$ cat config.mk
export PLATFORM = sky130hd
export DESIGN_NAME = llp_predictor
export DESIGN_NICKNAME = d
export VERILOG_FILES = /design/src/rtl/llp_pkg.sv /design/src/rtl/llp_page_hash.sv /design/src/rtl/llp_bit_table.sv /design/src/rtl/llp_sat_counter.sv /design/src/rtl/llp_predictor.sv
export SDC_FILE = /design/constraint.sdc
export NUM_CORES = 2
export LEC_CHECK = 0
export BUFFER_PORTS_ARGS = -buffer_cell sky130_fd_sc_hd__buf_4
export CELL_PAD_IN_SITES_DETAIL_PLACEMENT = 1
export CELL_PAD_IN_SITES_GLOBAL_PLACEMENT = 2
export CORE_ASPECT_RATIO = 0.5
export CORE_MARGIN = 4
export CORE_UTILIZATION = 32
export DETAILED_ROUTE_END_ITERATION = 7
export HOLD_SLACK_MARGIN = 0.12
export MAX_ROUTING_LAYER = met4
export PLACE_DENSITY = 0.7
export SLEW_MARGIN = 40
export SYNTH_ARGS = -nofsm -noshare
export SYNTH_HDL_FRONTEND = slang
export SYNTH_SLANG_ARGS = --single-unit
$ cat constraint.sdc
create_clock -name clk -period 3.1 [get_ports clk]
set_input_delay 0.31 -clock clk [delete_from_list [all_inputs] [get_ports clk]]
set_output_delay 0.31 -clock clk [all_outputs]
set_load 0.03 [all_outputs]
$ cat src/rtl/llp_pkg.sv
package llp_pkg;
    localparam int unsigned DEF_ADDR_W     = 32;
    localparam int unsigned DEF_PAGE_SHIFT = 12;
    localparam int unsigned DEF_IDX_W      = 10;
    localparam int unsigned DEF_CNT_W      = 32;

    typedef enum logic {
        MAP_BASE   = 1'b0,
        MAP_PAIRED = 1'b1
    } map_e;

    typedef struct packed {
        logic rsp_valid;
        logic rsp_compressed;
        logic miss_valid;
    } out_state_t;
endpackage

$ cat src/rtl/llp_page_hash.sv
module llp_page_hash #(
    parameter int unsigned ADDR_W     = 32,
    parameter int unsigned PAGE_SHIFT = 12,
    parameter int unsigned IDX_W      = 10
) (
    input  logic [ADDR_W-1:0] addr,
    output logic [IDX_W-1:0]  idx
);
    localparam int unsigned PAGE_W = ADDR_W - PAGE_SHIFT;
    localparam int unsigned NSLICE = (PAGE_W + IDX_W - 1) / IDX_W;
    localparam int unsigned PAD_W  = NSLICE * IDX_W;

    logic [PAD_W-1:0] page_pad;
    logic [IDX_W-1:0] fold [NSLICE+1];
    logic             unused_offset;

    assign unused_offset = ^addr[PAGE_SHIFT-1:0];

    always_comb begin
        page_pad = '0;
        page_pad[PAGE_W-1:0] = addr[ADDR_W-1:PAGE_SHIFT];
    end

    assign fold[0] = '0;
    for (genvar s = 0; s < NSLICE; s++) begin : g_fold
        assign fold[s+1] = fold[s] ^ page_pad[s*IDX_W +: IDX_W];
    end

    assign idx = fold[NSLICE];
endmodule

$ cat src/rtl/llp_bit_table.sv
module llp_bit_table #(
    parameter int unsigned IDX_W = 10
) (
    input  logic             clk,
    input  logic             rst_n,
    input  logic [IDX_W-1:0] rd_idx,
    output logic             rd_bit,
    input  logic             wr_en,
    input  logic [IDX_W-1:0] wr_idx,
    input  logic             wr_bit
);
    localparam int unsigned ENTRIES = 1 << IDX_W;

    logic [ENTRIES-1:0] bits_d, bits_q;

    always_comb begin
        bits_d = bits_q;
        if (wr_en) begin
            bits_d[wr_idx] = wr_bit;
        end
    end

    always_ff @(posedge clk) begin
        if (!rst_n) begin
            bits_q <= '0;
        end else begin
            bits_q <= bits_d;
        end
    end

    assign rd_bit = bits_q[rd_idx];

    AST_WRITE_LANDS: assert property (@(posedge clk) disable iff (!rst_n)
        wr_en |=> bits_q[$past(wr_idx)] == $past(wr_bit));

    AST_IDLE_NO_CHANGE: assert property (@(posedge clk) disable iff (!rst_n)
        !wr_en |=> $stable(bits_q));
endmodule

$ cat src/rtl/llp_sat_counter.sv
module llp_sat_counter #(
    parameter int unsigned CNT_W = 32
) (
    input  logic             clk,
    input  logic             rst_n,
    input  logic             inc,
    output logic [CNT_W-1:0] cnt
);
    localparam logic [CNT_W-1:0] CNT_MAX = '1;

    logic [CNT_W-1:0] cnt_d, cnt_q;

    always_comb begin
        cnt_d = cnt_q;
        if (inc && (cnt_q != CNT_MAX)) begin
            cnt_d = cnt_q + 1'b1;
        end
    end

    always_ff @(posedge clk) begin
        if (!rst_n) begin
            cnt_q <= '0;
        end else begin
            cnt_q <= cnt_d;
        end
    end

    assign cnt = cnt_q;

    AST_CNT_NO_WRAP: assert property (@(posedge clk) disable iff (!rst_n)
        cnt_q >= $past(cnt_q));

    AST_CNT_STEP: assert property (@(posedge clk) disable iff (!rst_n)
        (inc && cnt_q != CNT_MAX) |=> cnt_q == $past(cnt_q) + 1'b1);

    AST_CNT_HOLD: assert property (@(posedge clk) disable iff (!rst_n)
        !inc |=> $stable(cnt_q));
endmodule

$ cat src/rtl/llp_predictor.sv
module llp_predictor #(
    parameter int unsigned ADDR_W     = llp_pkg::DEF_ADDR_W,
    parameter int unsigned PAGE_SHIFT = llp_pkg::DEF_PAGE_SHIFT,
    parameter int unsigned IDX_W      = llp_pkg::DEF_IDX_W,
    parameter int unsigned CNT_W      = llp_pkg::DEF_CNT_W
) (
    input  logic              clk,
    input  logic              rst_n,
    input  logic              pred_valid,
    input  logic [ADDR_W-1:0] pred_addr,
    output logic              rsp_valid,
    output logic              rsp_compressed,
    input  logic              upd_valid,
    input  logic [ADDR_W-1:0] upd_addr,
    input  logic              upd_observed,
    input  logic              upd_predicted,
    output logic              miss_valid,
    output logic [CNT_W-1:0]  pred_count,
    output logic [CNT_W-1:0]  miss_count
);
    import llp_pkg::*;

    logic [IDX_W-1:0] pred_idx, upd_idx;
    logic             entry_bit;
    logic             mispredict;
    out_state_t       st_d, st_q;

    llp_page_hash #(.ADDR_W(ADDR_W), .PAGE_SHIFT(PAGE_SHIFT), .IDX_W(IDX_W)) u_hash_pred (
        .addr (pred_addr),
        .idx  (pred_idx)
    );

    llp_page_hash #(.ADDR_W(ADDR_W), .PAGE_SHIFT(PAGE_SHIFT), .IDX_W(IDX_W)) u_hash_upd (
        .addr (upd_addr),
        .idx  (upd_idx)
    );

    llp_bit_table #(.IDX_W(IDX_W)) u_table (
        .clk    (clk),
        .rst_n  (rst_n),
        .rd_idx (pred_idx),
        .rd_bit (entry_bit),
        .wr_en  (upd_valid),
        .wr_idx (upd_idx),
        .wr_bit (upd_observed)
    );

    assign mispredict = upd_valid && (upd_observed != upd_predicted);

    llp_sat_counter #(.CNT_W(CNT_W)) u_pred_cnt (
        .clk   (clk),
        .rst_n (rst_n),
        .inc   (pred_valid),
        .cnt   (pred_count)
    );

    llp_sat_counter #(.CNT_W(CNT_W)) u_miss_cnt (
        .clk   (clk),
        .rst_n (rst_n),
        .inc   (mispredict),
        .cnt   (miss_count)
    );

    always_comb begin
        st_d                = '0;
        st_d.rsp_valid      = pred_valid;
        st_d.rsp_compressed = pred_valid && (map_e'(entry_bit) == MAP_PAIRED);
        st_d.miss_valid     = mispredict;
    end

    always_ff @(posedge clk) begin
        if (!rst_n) begin
            st_q <= '0;
        end else begin
            st_q <= st_d;
        end
    end

    assign rsp_valid      = st_q.rsp_valid;
    assign rsp_compressed = st_q.rsp_compressed;
    assign miss_valid     = st_q.miss_valid;

    AST_RSP_AFTER_REQ: assert property (@(posedge clk) disable iff (!rst_n)
        pred_valid |=> rsp_valid);

    AST_NO_RSP_WITHOUT_REQ: assert property (@(posedge clk) disable iff (!rst_n)
        !pred_valid |=> !rsp_valid);

    AST_RSP_BIT_QUIET: assert property (@(posedge clk) disable iff (!rst_n)
        !rsp_valid |-> !rsp_compressed);

    AST_MISS_NEEDS_UPDATE: assert property (@(posedge clk) disable iff (!rst_n)
        !upd_valid |=> !miss_valid);

    AST_MISS_ONE_CYCLE: assert property (@(posedge clk) disable iff (!rst_n)
        (upd_valid && upd_observed == upd_predicted) |=> !miss_valid);
endmodule

; ---- Yosys cells after proc, flatten, opt, wreduce, memory -nomap -nowiden
; Cells that the tools add are included.
[word_totals]
reg_bits = 1091
latchBits = 0
ramBits = 0
rom_bits = 0
in_bits = 70
out_inout_bits = 67
wordCells = 26
n_memories = 0
[op_classes]
add_sub_neg = 2
multipliers = 0
div_mod_pow = 0
n_lt_le_gt_ge = 3
n_eq_ne = 3
shift = 0
n_mux = 5
bitwise = 2
n_reduce_logical = 5
[op_table]
columns = cell, count
row1 = $bwmux 1024, 1
row2 = $add 32x1->32 const B, 2
row3 = $ne 32x32->1 const B, 2
row4 = $lt 10x11->1 const B, 2
row5 = $xor 10x10->10, 2
row6 = $bmux 1 s10, 1
row7 = $demux 1 s10, 1
row8 = $ge 10x1->1 const B, 1
row9 = $logic_and 1x1->1, 5
row10 = $mux 1, 2
row11 = $ne 1x1->1, 1

; ---- Longest topological paths before layout
[logic_depth]
depth_word = 6
ltp_mapped = 13
ltp_nobuf = 10

; ---- Hierarchy
; A second synthesis with hierarchy kept.
[hier_totals]
cells_unflattened = 6112
area_unflattened_um2 = 54278.3
[modules_own_cells]
columns = module, instances, cells_per_inst, area_per_inst_um2, seq_area_each_um2
row1 = llp_bit_table, 1, 5684, 50599.8, 20499.7
row2 = llp_sat_counter, 2, 200, 1704.1, 640.6
row3 = llp_page_hash, 2, 10, 87.6, 0.0
row4 = llp_predictor, 1, 8, 95.1, 60.1

; ---- Worst setup path after synthesis
; Ideal clock, no wire load.
[synth_path]
kind = input to register
start = input port pred_addr[22]
end = register st_q, in the netlist rsp_compressed
arrival_time_ns = 2.821
t_required_ns = 2.978
setup_slack_ns = 0.157
path_stages = 10
cell_sequence = xor2_4 buf_4 buf_2 mux4_2 a22oi_1 a21oi_1 a2111oi_0 nor3_1 a211o_1 o32a_1
[synth_via]
elab_chain_len = 4
[synth_rtl]
columns = item, line
row1 = from (decl), llp_predictor.sv:10  ; input logic [ADDR_W-1:0] pred_addr,
row2 = $xor 10x10->10, llp_page_hash.sv:26  ; assign fold[s+1] = fold[s] ^ page_pad[s*IDX_W +: IDX_W];
row3 = $bmux 1 s10, llp_bit_table.sv:31  ; assign rd_bit = bits_q[rd_idx];
row4 = $mux 1 (implied by the code), llp_bit_table.sv:31
row5 = $logic_and 1x1->1, llp_predictor.sv:67  ; st_d.rsp_compressed = pred_valid && (map_e'(entry_bit) == MAP_PAIRED);
row6 = to (signal assigned), llp_predictor.sv:75  ; st_q <= st_d;
row7 = to (decl), llp_predictor.sv:26  ; out_state_t st_d, st_q;
; Every way passes these cells. The select of a mux whose other input is x is not followed.
; A chain may end at the register's enable or synchronous reset.

; ---- Final worst setup path
[layout_path]
start = input port pred_addr[12]
end = register st_q, in the netlist rsp_compressed
; The elaborated chain is that of the path after synthesis.

==> flow_summary.json <==
{
  "worst_slew_margin_rel_pct": 32.7,
  "category_of_the_worst_setup_path_capture_point": "flip-flop",
  "end_of_flow_core_utilization_pct": 38.4,
  "max-cap-violations": 0,
  "postLayoutSetupSlackWorst_ns": 0.0457,
  "rows": 103,
  "cts_tree": "built",
  "netlist_area_um2": 51000,
  "drt-wirelength-per-cell_um": 32.5,
  "worstSkewPairLatency_ns": 0.75,
  "power.share.combinational_pct": 12.7,
  "worst-setup-path-type": "primary input to flip-flop",
  "crit_path_start_kind": "primary input",
  "timing.critical_path.slowest_stage_cell": "a2111oi_1",
  "yosys.cell_types.count": 60,
  "post_synth_net_total": 6236,
  "final-max-slew-violation-count": 0,
  "instances_no_fill": 8325,
  "start_util_pct": 32.3,
  "hpwlAfterDp_um": 157000,
  "final-setup-viol-count": 0,
  "antenna_violating_nets_post_route": 0,
  "fin_worst_skew_ns": 0.0545,
  "post_drt_via_cell_ratio": 6.44,
  "cpLargestDelayFamily": "compound AO/OA/AOI/OAI gates",
  "synth_edf_count": 0,
  "p_clk_share_pct": 44.2,
  "syn_avg_cell_area_um2": 8.28,
  "path_cells": "buf_4 -> xor2_4 -> buf_12 -> buf_12 -> buf_12 -> mux4_2 -> a2111oi_1 -> buf_4 -> nand3_1 -> a41oi_1 -> buf_4 -> a21oi_1 -> a211o_1 -> o32a_1",
  "via_count_of_the_first_global_routing_pass": 52059,
  "cellInternalPower_mw": 23.3,
  "hold_viol": 0,
  "crit_required_ns": 3.74,
  "vdd_ir_drop_max_mv": 0.451,
  "via_count": 53652,
  "fp.dieH_um": 290,
  "run_status": "finished clean",
  "ctsLongestPathBuffers": 3,
  "synth.yosys.seq_area_share_pct": 42.8,
  "io_pins": 137,
  "buffer_ports.inserted": 112,
  "rsz_0062_raised_after_global_routing": "no",
  "syn_inst": 6164,
  "ys.flop_type": "dfxtp_1",
  "layout-drive-gt1-share_pct": 18.0,
  "cts_made_buffers": 110,
  "totalWireLength_um": 271000,
  "gp_routability_congestion": 0.910,
  "clock_tree.root_cell": "clkbuf_16",
  "switching_power_mw": 9.31,
  "power_density_normalized_to_cell_area_nw_per_um2": 537,
  "synth_warnings": 0,
  "timing.fmax_mhz": 327,
  "detail_route.iter0.violations": 7866,
  "cts.sink_count": 1091,
  "grt_start_max_net_pins": 207,
  "power.share.switching_pct": 28.6,
  "worst_path_largest_cell_delay_ns": 0.66,
  "gr-total-overflow": 0,
  "path_buf_inv": 6,
  "tightestPinTransition_ns": 1.01,
  "critical_path_peak_fanout": 8,
  "coreArea_um2": 158000,
  "async_flop_share_pct": 0,
  "synth_to_layout_area_growth_pct": 18.9,
  "cts_htree_levels": 3,
  "seq_power_share_pct": 43.1,
  "place_worst_setup_slack_ns": -0.842,
  "detail_route.first_pass.iterations": 6,
  "finish.net_count": 6184,
  "leakagePower_nw": 19.0,
  "dpl.cell_count": 8093,
  "floorplan.die.width_um": 573,
  "post-route-drc-count": 0,
  "hold_ws_ns": 0.202,
  "min-delay-path-class": "primary input to flip-flop",
  "critical_path_arrival_ns": 3.69,
  "antenna_found_initial": 32,
  "min_period_over_period_pct": 98.5,
  "layout_min_cycle_time_ns": 3.05,
  "wire_length_of_the_first_global_routing_pass_um": 385000,
  "floorplan.die_area_um2": 166000,
  "synth_seq_cells": 1091,
  "clkTransAtPathRegs_ns": 0.07,
  "grt_util_all_layers_pct": 32.0
}
repair_timing:
| item | 4_1_cts | 5_1_grt |
|---|---|---|
| pin swaps | 1 | 0 |
| resized for setup | 0 | 1 |
| hold endpoints to repair | 11 | 0 |
| endpoints found under the setup margin | 1 | 1 |
| setup buffers | 2 | 0 |
| gates cloned | 0 | 0 |
| hold buffers | 4 | 0 |
sequential cells by signal (all words and copies together), names as in the netlist:
signal          flops
u_miss_cnt.cnt     32
rsp_valid           1
u_pred_cnt.cnt     32
rsp_compressed      1
miss_valid          1
u_table.bits_q   1024
layout make-up:
cell class / instances / area, um2
antenna: 23 / 57.6
clock buffer: 167 / 3310
clock inverter: 35 / 448
fill: 18186 / 97400
inverter: 10 / 45.0
multi-input combinational: 4331 / 26700
sequential: 1091 / 21800
tap: 2100 / 2630
timing repair buffer: 568 / 5650
synth_stat cells, types with 3 or more instances:
master	n	area share [%]
dfxtp_1	1091	43
nand3_1	1087	11
a21oi_1	1058	10
o21ai_0	1037	10
clkbuf_1	664	4.9
nand2_1	348	2.6
mux4_2	246	11
nor2_1	217	1.6
xor2_1	52	0.89
xnor2_1	43	0.74
and3_1	42	0.51
mux2i_1	27	0.53
nand4_1	24	0.29
buf_1	23	0.17
buf_2	20	0.20
buf_4	17	0.25
nor3_1	16	0.16
a31oi_1	12	0.15
nor4_1	12	0.15
and2_1	9	0.11
inv_1	9	0.066
o22ai_1	8	0.098
a2111oi_0	7	0.12
a221oi_1	7	0.12
a22oi_1	7	0.10
and4_1	7	0.12
buf_6	7	0.15
a41oi_1	5	0.086
a221o_1	4	0.078
a311oi_1	4	0.069
o211ai_1	4	0.059
or3_1	4	0.049
a211oi_1	3	0.044
a22o_1	3	0.052
nor2b_1	3	0.037
nor3b_1	3	0.044
o2111ai_1	3	0.052
or2_2	3	0.037
through the flow:
stage	TNS, ns	area (um2)	total power, mW
floorplan	0	51000	16.1
global placement	-1.12	56700	18.3
detailed placement	-0.842	56800	18.3
CTS	0	60600	32.6
global route	0	60700	33.3
finish	0	60700	32.6
worst paths after layout:
kind / startpoint / endpoint / slack, ns / depth (start not counted)
worst max-delay path: pred_addr[12] / rsp_compressed / 0.05 / 14
worst min-delay path: upd_observed / u_table.bits_q[899] / 0.20 / 4
worst max register to register: u_table.bits_q[329] / rsp_compressed / 0.12 / 9
worst min register to register: u_table.bits_q[506] / u_table.bits_q[506] / 0.47 / 2
power groups by stage:
stage / registers (mW) / clock network [mW] / logic, mW
global placement: 14.4 / 0 / 3.92
CTS: 14.0 / 14.6 / 3.98
floorplan: 14.4 / 0 / 1.75
finish: 14.0 / 14.4 / 4.12
detailed placement: 14.4 / 0 / 3.96
global route: 14.0 / 15.1 / 4.18
per-layer routing:
layer | track usage [%] | wire length, um | vias up
met5 | - | 0 | -
met3 | 6.66 | 28400 | 616
met2 | 46.8 | 118000 | 3031
met4 | 12.2 | 10800 | 0
li1 | - | - | 22220
met1 | 43.4 | 114000 | 27785
logic make-up after synthesis:
family,share of synthesized area (%)
AOI/OAI and AO/OA,21.9
and+or+nand+nor,16.4
DFF,42.8
buffers and inverters,5.77
muxes,11.4
xor gates and xnor gates,1.68
adders and majority gates,0.0490
layout by cell type (no fill, tap or decap), types with 32 or more instances in the layout:
master	n
buf_4	452
a21oi_1	1058
xnor2_1	37
nand3_1	1053
xor2_1	46
nand3_2	34
clkbuf_16	111
and3_2	32
buf_12	107
mux4_2	246
dfxtp_1	1091
nor2_1	180
o21ai_0	1037
nand2_1	347
nor2_2	35
clkbuf_8	32
worst min-delay path, stage by stage:
cell	delay (ns)
buf_8	0.10
buf_12	0.25
nand3_1	0.16
a21oi_1	0.06
No activity file was read; power rests on OpenSTA's default activity.
